`src/rtl/r23_pkg.sv`:
```
package r23_pkg;
    localparam int FRAME_LOG2 = 6;
    localparam int FRAME_N    = 1 << FRAME_LOG2;
    localparam int N_STEPS    = 3;
    // samples that must be accepted before the first valid output
    localparam int PRIME_LEN  = FRAME_N - (FRAME_N >> N_STEPS);

    typedef enum logic [0:0] {
        ST_FILL,
        ST_RUN
    } lane_state_e;
endpackage

```
`src/rtl/r23_ctrl.sv`:
```
module r23_ctrl
    import r23_pkg::*;
(
    input  logic                     clk,
    input  logic                     rst_n,
    input  logic                     en,
    output logic                     run,
    output logic [N_STEPS-1:0]       bf_sel,
    output logic [N_STEPS-2:0][1:0]  rot_sel,
    output logic [5:0]               tw
);
    localparam logic [FRAME_LOG2-1:0] FILL_LAST = FRAME_LOG2'(PRIME_LEN - 1);

    lane_state_e             state, state_nx;
    logic [FRAME_LOG2-1:0]   cnt;
    logic [1:0]              pos0_hi;
    logic [2:0]              pos1_hi;
    logic [2:0]              pos2_hi;
    logic [2:0]              n_lo;
    logic [2:0]              k_rev;

    always_ff @(posedge clk or negedge rst_n) begin
        if (!rst_n) begin
            state <= ST_FILL;
            cnt   <= '0;
        end else if (en) begin
            state <= state_nx;
            cnt   <= cnt + 1'b1;
        end
    end

    always_comb begin
        state_nx = state;
        unique case (state)
            ST_FILL: if (cnt == FILL_LAST) state_nx = ST_RUN;
            ST_RUN:  state_nx = ST_RUN;
        endcase
    end

    always_comb begin
        run = (state == ST_RUN);
        for (int s = 0; s < N_STEPS; s++) begin
            bf_sel[s] = cnt[FRAME_LOG2-1-s];
        end
        // frame position seen at the output of each step
        pos0_hi = cnt[5:4] + 2'd2;
        pos1_hi = cnt[5:3] + 3'd2;
        pos2_hi = cnt[5:3] + 3'd1;
        rot_sel[0] = (pos0_hi[1] & pos0_hi[0]) ? 2'd2 : 2'd0;
        rot_sel[1] = pos1_hi[0] ? {pos1_hi[1], pos1_hi[2]} : 2'd0;
        n_lo  = cnt[2:0];
        k_rev = {pos2_hi[0], pos2_hi[1], pos2_hi[2]};
        tw    = {3'b000, n_lo} * {3'b000, k_rev};
    end
endmodule

```
`src/rtl/r23_r2step.sv`:
```
module r23_r2step #(
    parameter int W     = 16,
    parameter int DEPTH = 32
) (
    input  logic                clk,
    input  logic                en,
    input  logic                sel,
    input  logic signed [W-1:0] din_re,
    input  logic signed [W-1:0] din_im,
    output logic signed [W-1:0] dout_re,
    output logic signed [W-1:0] dout_im
);
    logic signed [W-1:0] buf_re [DEPTH];
    logic signed [W-1:0] buf_im [DEPTH];
    logic signed [W-1:0] old_re, old_im;
    logic signed [W-1:0] fb_re, fb_im;

    always_ff @(posedge clk) begin
        if (en) begin
            buf_re[0] <= fb_re;
            buf_im[0] <= fb_im;
            for (int k = 1; k < DEPTH; k++) begin
                buf_re[k] <= buf_re[k-1];
                buf_im[k] <= buf_im[k-1];
            end
        end
    end

    always_comb begin
        old_re = buf_re[DEPTH-1];
        old_im = buf_im[DEPTH-1];
        if (sel) begin
            dout_re = old_re + din_re;
            dout_im = old_im + din_im;
            fb_re   = old_re - din_re;
            fb_im   = old_im - din_im;
        end else begin
            dout_re = old_re;
            dout_im = old_im;
            fb_re   = din_re;
            fb_im   = din_im;
        end
    end
endmodule

```
`src/rtl/r23_rot.sv`:
```
module r23_rot #(
    parameter int W = 16
) (
    input  logic [1:0]          sel,
    input  logic signed [W-1:0] a,
    input  logic signed [W-1:0] b,
    output logic signed [W-1:0] r,
    output logic signed [W-1:0] i
);
    function automatic logic signed [W-1:0] halfroot(input logic signed [W-1:0] v);
        return (v >>> 1) + (v >>> 3) + (v >>> 4) + (v >>> 6) + (v >>> 8);
    endfunction

    logic signed [W-1:0] s_ab, d_ba, n_ab;

    always_comb begin
        s_ab = a + b;
        d_ba = b - a;
        n_ab = -a - b;
        unique case (sel)
            2'd0: begin r = a;               i = b;               end
            2'd1: begin r = halfroot(s_ab);  i = halfroot(d_ba);  end
            2'd2: begin r = b;               i = -a;              end
            2'd3: begin r = halfroot(d_ba);  i = halfroot(n_ab);  end
        endcase
    end
endmodule

```
`src/rtl/r23_sdf_bfly.sv`:
```
module r23_sdf_bfly
    import r23_pkg::*;
#(
    parameter int IW = 12
) (
    input  logic                 clk,
    input  logic                 rst_n,
    input  logic                 in_valid,
    input  logic signed [IW-1:0] in_re,
    input  logic signed [IW-1:0] in_im,
    output logic                 out_valid,
    output logic signed [IW+3:0] out_re,
    output logic signed [IW+3:0] out_im,
    output logic [5:0]           out_tw
);
    localparam int OW = IW + 4;

    logic                    run;
    logic [N_STEPS-1:0]      bf_sel;
    logic [N_STEPS-2:0][1:0] rot_sel;
    logic [5:0]              tw;
    logic signed [OW-1:0]    st_re [N_STEPS+1];
    logic signed [OW-1:0]    st_im [N_STEPS+1];

    r23_ctrl u_ctrl (
        .clk     (clk),
        .rst_n   (rst_n),
        .en      (in_valid),
        .run     (run),
        .bf_sel  (bf_sel),
        .rot_sel (rot_sel),
        .tw      (tw)
    );

    assign st_re[0] = {{(OW-IW){in_re[IW-1]}}, in_re};
    assign st_im[0] = {{(OW-IW){in_im[IW-1]}}, in_im};

    for (genvar s = 0; s < N_STEPS; s++) begin : g_step
        localparam int DEP = FRAME_N >> (s + 1);
        logic signed [OW-1:0] bf_re, bf_im;

        r23_r2step #(.W(OW), .DEPTH(DEP)) u_step (
            .clk     (clk),
            .en      (in_valid),
            .sel     (bf_sel[s]),
            .din_re  (st_re[s]),
            .din_im  (st_im[s]),
            .dout_re (bf_re),
            .dout_im (bf_im)
        );

        if (s < N_STEPS - 1) begin : g_rot
            r23_rot #(.W(OW)) u_rot (
                .sel (rot_sel[s]),
                .a   (bf_re),
                .b   (bf_im),
                .r   (st_re[s+1]),
                .i   (st_im[s+1])
            );
        end else begin : g_last
            assign st_re[s+1] = bf_re;
            assign st_im[s+1] = bf_im;
        end
    end

    always_ff @(posedge clk or negedge rst_n) begin
        if (!rst_n) begin
            out_valid <= 1'b0;
            out_re    <= '0;
            out_im    <= '0;
            out_tw    <= '0;
        end else begin
            out_valid <= in_valid & run;
            if (in_valid && run) begin
                out_re <= st_re[N_STEPS];
                out_im <= st_im[N_STEPS];
                out_tw <= tw;
            end
        end
    end
endmodule

```
`config.mk`:
```
export PLATFORM = sky130hd
export DESIGN_NAME = r23_sdf_bfly
export DESIGN_NICKNAME = d
export VERILOG_FILES = /design/src/rtl/r23_pkg.sv /design/src/rtl/r23_ctrl.sv /design/src/rtl/r23_r2step.sv /design/src/rtl/r23_rot.sv /design/src/rtl/r23_sdf_bfly.sv
export SDC_FILE = /design/constraint.sdc
export NUM_CORES = 2
export LEC_CHECK = 0
export ABC_AREA = 1
export BUFFER_PORTS_ARGS = -buffer_cell sky130_fd_sc_hd__buf_2
export CORE_MARGIN = 4
export CORE_UTILIZATION = 50
export DETAILED_ROUTE_END_ITERATION = 12
export PLACE_DENSITY = 0.68
export SYNTH_ARGS = -nofsm -noshare
export SYNTH_HDL_FRONTEND = slang
export SYNTH_SLANG_ARGS = --single-unit
```
`constraint.sdc`:
```
create_clock -name clk -period 10.71 [get_ports clk]
set_input_delay 2.142 -clock clk [delete_from_list [all_inputs] [get_ports clk]]
set_output_delay 2.142 -clock clk [all_outputs]
set_load 0.1 [all_outputs]
```
; ---- After elaboration in Yosys (flattened, before gate mapping)
; Memories as Yosys holds them, arrays and structs flattened.
; Cells that the tools add are included.
[classes]
mul = 1
n_addsub = 48
muxes = 22
n_bitwise = 3
reduce_logical = 3
eq_ne = 7
[ops]
columns = op, n
row1 = $pmux W16 S4, 4
row2 = $mux W16, 12
row3 = $add A16 B12 Y16, 8
row4 = $sub A16 B16 Y16, 8
row5 = $add A15 B13 Y16, 6
row6 = $add A16 B10 Y16, 6
row7 = $add A16 B16 Y16, 6
row8 = $add A16 B8 Y16, 6
row9 = $neg A16 Y16, 2
row10 = $sub A16 B12 Y16, 2
row11 = $eq A2 B2 Y1 const B, 4
row12 = $add A6 B1 Y6 const B, 1
row13 = $eq A6 B6 Y1 const B, 1
row14 = $mul A3 B3 Y6, 1
row15 = $eq A2 B1 Y1 const B, 2
row16 = $logic_not A2 Y1, 2
row17 = $mux W2, 2
row18 = $add A3 B1 Y3 const B, 1
row19 = $add A3 B2 Y3 const B, 1
row20 = $mux W1, 3
row21 = $add A2 B2 Y2 const B, 1
row22 = $and A1 B1 Y1, 2
row23 = $pmux W1 S2, 1
row24 = $logic_and A1 B1 Y1, 1
row25 = $not A1 Y1, 1
[totals]
out_inout_bits = 39
in_bits = 27
ram_bits = 1792
mem_count = 6
elab_cells = 96
regBits = 46
[memory_table]
columns = memory, depth, word_bits, rd, rd_ports_with_merged_regs, write_ports, line
row1 = g_step[0].u_step.buf_im, 32, 16, 32, 0, 32, r23_r2step.sv:14  ; logic signed [W-1:0] buf_im [DEPTH];
row2 = g_step[0].u_step.buf_re, 32, 16, 32, 0, 32, r23_r2step.sv:13  ; logic signed [W-1:0] buf_re [DEPTH];
row3 = g_step[1].u_step.buf_im, 16, 16, 16, 0, 16, r23_r2step.sv:14
row4 = g_step[1].u_step.buf_re, 16, 16, 16, 0, 16, r23_r2step.sv:13
row5 = g_step[2].u_step.buf_im, 8, 16, 8, 0, 8, r23_r2step.sv:14
row6 = g_step[2].u_step.buf_re, 8, 16, 8, 0, 8, r23_r2step.sv:13

; ---- Depth between registers and ports, before layout
[logic_depth]
ltp_word = 19
ltp_mapped = 72
ltp_nobuf = 72

; ---- Hierarchy
; From an unflattened synthesis, not the netlist that was laid out.
[hier_totals]
hier_cells = 7213
area_unflattened_um2 = 85702.2
[by_module_without_submodules]
columns = mod, seq_area_each_um2, area_per_inst_um2, n_inst, cells_each
row1 = r23_r2step at g_step[0].u_step, 30749.5, 35146.2, 1, 1899
row2 = r23_r2step at g_step[1].u_step, 15374.7, 19730.2, 1, 1387
row3 = r23_r2step at g_step[2].u_step, 7687.4, 12042.8, 1, 1131
row4 = r23_rot at g_step[1].g_rot.u_rot, 0.0, 8355.5, 1, 1283
row5 = r23_rot at g_step[0].g_rot.u_rot, 0.0, 8304.2, 1, 1276
row6 = r23_sdf_bfly, 975.9, 1536.5, 1, 167
row7 = r23_ctrl, 175.2, 586.8, 1, 70

; ---- Worst setup path before layout
; OpenSTA, ideal clock, no wires.
[synth_timing]
path_type = input -> register
from = in in_re[0]
to = mem g_step[2].u_step.buf_im[0][15] (data pin)
setup_time_ps = 259
setup_slack_ps = -749
t_arrival_ps = 11201
required_time_ps = 10451
stages = 60
n_path_buf = 0
cell_sequence = ha_1 > fa_1 > o21ai_2 > ha_1 > xor2_1 > or2_2 > o21ai_0 > ha_1 > a21oi_1 > nand3_1 > nand2_1 > nand2_1 > o21ai_0 > inv_1 > ha_1 > inv_1 > o31ai_1 > a21oi_1 > (+24 left out) > nand2_1 > inv_1 > nor2_1 > nor2_1 > nor2_1 > inv_1 > a21oi_1 > o21ai_0 > a21oi_1 > o21bai_1 > inv_1 > nor2_1 > nor2_1 > nor2_1 > nor2_1 > nand3b_1 > nand3_1 > o21ai_1
[synth_lines]
columns = element, line
row1 = "start, declared", r23_sdf_bfly.sv:9  ; input logic signed [IW-1:0] in_re,
row2 = "end, declared", r23_r2step.sv:14

==> results.py <==
metrics = {
    "cts": {
        "cts_tree": "done",
        "clkTransAtPathRegs_ns": 0.06,
        "cts_root_buf": "clkbuf_16",
        "cts_max_level": 4,
        "cts_sinks": 1838,
        "postCtsHoldBufs": 0,
        "clockBufferDepth": 3,
        "clkLatencyLatePin_ns": 0.82,
        "cts_buffers": 173,
    },
    "critical_path": {
        "crit_path_top_delay_cell": "fa_1",
        "timing.rr.end": "g_step[2].u_step.buf_im[0][15]",
        "critPathLaunch": "in_im[0]",
        "crit_required_ns": 11.21,
        "critPathMaxStageDelay_ns": 0.54,
        "critical_path_class": "in2reg",
        "cpMostUsedCell": "buf_4",
        "cp-end-kind": "register",
        "cp_max_fo": 6,
        "reg2regPathDepth": 65,
        "ff2ff_setup_slack_ns": 0.76,
        "crit_arrival_ns": 11.30,
        "start_kind": "input port",
        "r2r-start": "g_step[0].u_step.buf_re[1][240]",
    },
    "synthesis": {
        "syn_area_mm2": 0.0736,
        "ys_seq_area_frac": 0.747,
        "synthCells": 4878,
        "ys_types": 58,
        "yosys.area.top_type": "edfxtp_1",
        "syn_area_per_cell_um2": 15.1,
        "ys_top_cells_by_area": "edfxtp_1 73%, ha_1 5.7%, nand2_1 3.2%, inv_1 2.6%, fa_1 2.3%",
        "yosys.area.top_type_share": 0.732,
        "synth_edf_count": 1792,
        "yosys_warnings": 0,
        "syn-num-nets": 5328,
        "synthArstFlopShare": 0.0250,
        "synth_flop_cell": "edfxtp_1",
        "yosys_register_bits": 1838,
    },
    "global_routing": {
        "grt_use_total": 0.187,
        "antenna_found_initial": 11,
        "overflow": 0,
        "grt_max_degree": 192,
        "grt_first_pass_wirelength_um": 221000,
        "grt_pass1_vias": 39723,
    },
    "floorplan": {
        "fp.coreArea_mm2": 0.146,
        "die_w_um": 392,
        "io_pins": 66,
        "dieArea_mm2": 0.153,
        "fp-row-count": 140,
        "fp.dieH_um": 392,
        "start_util": 0.504,
    },
    "placed_design": {
        "place_area_mm2": 0.0817,
        "io_buffers": 65,
        "place.gp.congestion": 0.901,
        "hpwl_um": 93400,
    },
    "detailed_routing": {
        "wirelength_um": 143000,
        "drt_iter0_markers": 2678,
        "wl_per_cell_um": 18.1,
        "num_vias": 39941,
        "drt-pass1-iter-count": 8,
        "avgViaCountPerCell": 5.04,
        "drc": 0,
        "ant_nets": 0,
    },
    "timing": {
        "fin_crit_ns": 10.80,
        "setup_viol": 3,
        "hold_viol_final": 0,
        "slew_headroom": 0.246,
        "tightest_slew_ns": 1.13,
        "slew_violations": 0,
        "max_freq_ghz": 0.0926,
        "period_share": 1.01,
        "clock_skew_ns": 0.0774,
        "rsz0062_at_grt": "true",
        "setup_slack_ns": -0.0880,
    },
    "min_path": {
        "min_from": "g_step[2].u_step.buf_im[3][9]",
        "hold_path_class": "reg2reg",
        "hold_end": "g_step[2].u_step.buf_im[3][25]",
        "worstHoldPathCells": 0,
    },
    "final_layout": {
        "fillers": 10555,
        "drive_gt1_frac": 0.281,
        "final_nets": 6305,
        "area_growth_syn_to_layout_pct": 23.2,
        "finalInstanceArea_mm2": 0.0906,
    },
    "flow_run": {
        "drv_cap": 0,
    },
    "status": {
        "outcome": "finished, violations left",
        "violations": "negative setup slack",
    },
}
[sequential cells by signal (all words and copies together), names as in the netlist]
register and flops:
out_re 16, out_im 16, out_tw 6, u_ctrl.run 1, g_step.u_step.buf_re 896, u_ctrl.cnt 6
g_step.u_step.buf_im 896, out_valid 1
[through the flow]
| step | instances | setup slack [ns] | hold slack, ns | util | setup TNS (ns) |
|---|---|---|---|---|---|
| 2_1_floorplan | 4878 | -0.0412 | 0.400 | - | -0.0495 |
| 3_3_place_gp | 7493 | -1.42 | 0.400 | 0.560 | -33.15 |
| 3_5_place_dp | 7493 | -1.49 | 0.405 | 0.560 | -37.36 |
| 4_1_cts | 7855 | -0.0732 | 0.366 | 0.607 | -0.131 |
| 5_1_grt | 7918 | -0.633 | 0.376 | 0.621 | -5.66 |
| 6_report | 7920 | -0.0880 | 0.363 | 0.621 | -0.153 |
[kinds of logic (layout without fill, tap and decap cells)]
| kind of cell | Yosys count | after routing | share of synthesized area |
|---|---|---|---|
| AOI/OAI and AO/OA | 696 | 696 | 0.0542 |
| xor gates and xnor gates | 170 | 170 | 0.0202 |
| adders and majority gates | 423 | 423 | 0.0806 |
| buffers and inverters | 613 | 1734 | 0.0317 |
| DFF | 1838 | 1838 | 0.747 |
| other | 0 | 4 | 0 |
| and+or+nand+nor | 1138 | 1138 | 0.0661 |
[Yosys cell counts (24+ instances only)]
library cell / count
xor2_1: 151
a21oi_1: 235
edfxtp_1: 1792
fa_1: 85
o31ai_1: 24
inv_1: 516
or2_2: 41
o21bai_1: 63
nand2_1: 626
o21ai_0: 251
nand3_1: 143
ha_1: 338
dfrtp_1: 46
clkbuf_1: 52
nor2_1: 247
[area by class of cell]
type | instances | area [µm²] | share of cell area
diodes | 4 | 10.0 | 0.000110
flip-flops and latches | 1838 | 55000 | 0.606
clock inverters | 116 | 1380 | 0.0152
multi-input cells | 2427 | 18800 | 0.207
inverters | 536 | 2030 | 0.0224
repair buffers | 879 | 6620 | 0.0730
clock buffers | 203 | 4470 | 0.0493
well taps | 1917 | 2400 | 0.0265
[worst max path at each step]
stage,endpoint,slack (ns),cells past startpoint
2_1_floorplan,g_step[2].u_step.buf_im[0][15],-0.04,62
3_3_place_gp,g_step[2].u_step.buf_im[0][15],-1.42,68
3_5_place_dp,g_step[2].u_step.buf_im[0][15],-1.49,68
4_1_cts,g_step[2].u_step.buf_im[0][15],-0.07,66
5_1_grt,g_step[2].u_step.buf_im[0][15],-0.63,74
6_report,g_step[2].u_step.buf_im[0][15],-0.09,67
[critical path, delay by kind of cell]
kind            cells  cell delay [ns]
compound gates     13             1.68
xor+xnor            4             0.57
fa+ha+maj           9             2.87
buf+inv            19             1.90
simple gates       22             2.14
[layer usage]
layer	track usage	share of wire	up-vias
li1	-	-	19313
met1	0.273	0.46	19595
met2	0.282	0.45	775
met3	0.0337	0.045	256
met4	0.0757	0.037	2
met5	0	0.000091	-
[cell usage in the layout (no fill, tap or decap), drive strengths merged, types with 63 or more instances in the layout]
cell type     n
fa           85
edfxtp     1792
o21bai       63
buf         879
nand2       645
clkbuf      203
a21oi       239
nor2        251
o21ai       272
xor2        151
nand3       160
ha          338
clkinv       77
inv         541
[what timing repair did]
item,in CTS,in global routing
endpoints found under the hold margin,0,0
pin swaps,73,156
buffers inserted,44,63
endpoints found under the setup margin,24,33
gates resized for setup,158,379
Power is left out: the tool's default activity adds up to more than one toggle a clock period on the data nets, which glitch-free logic cannot reach.
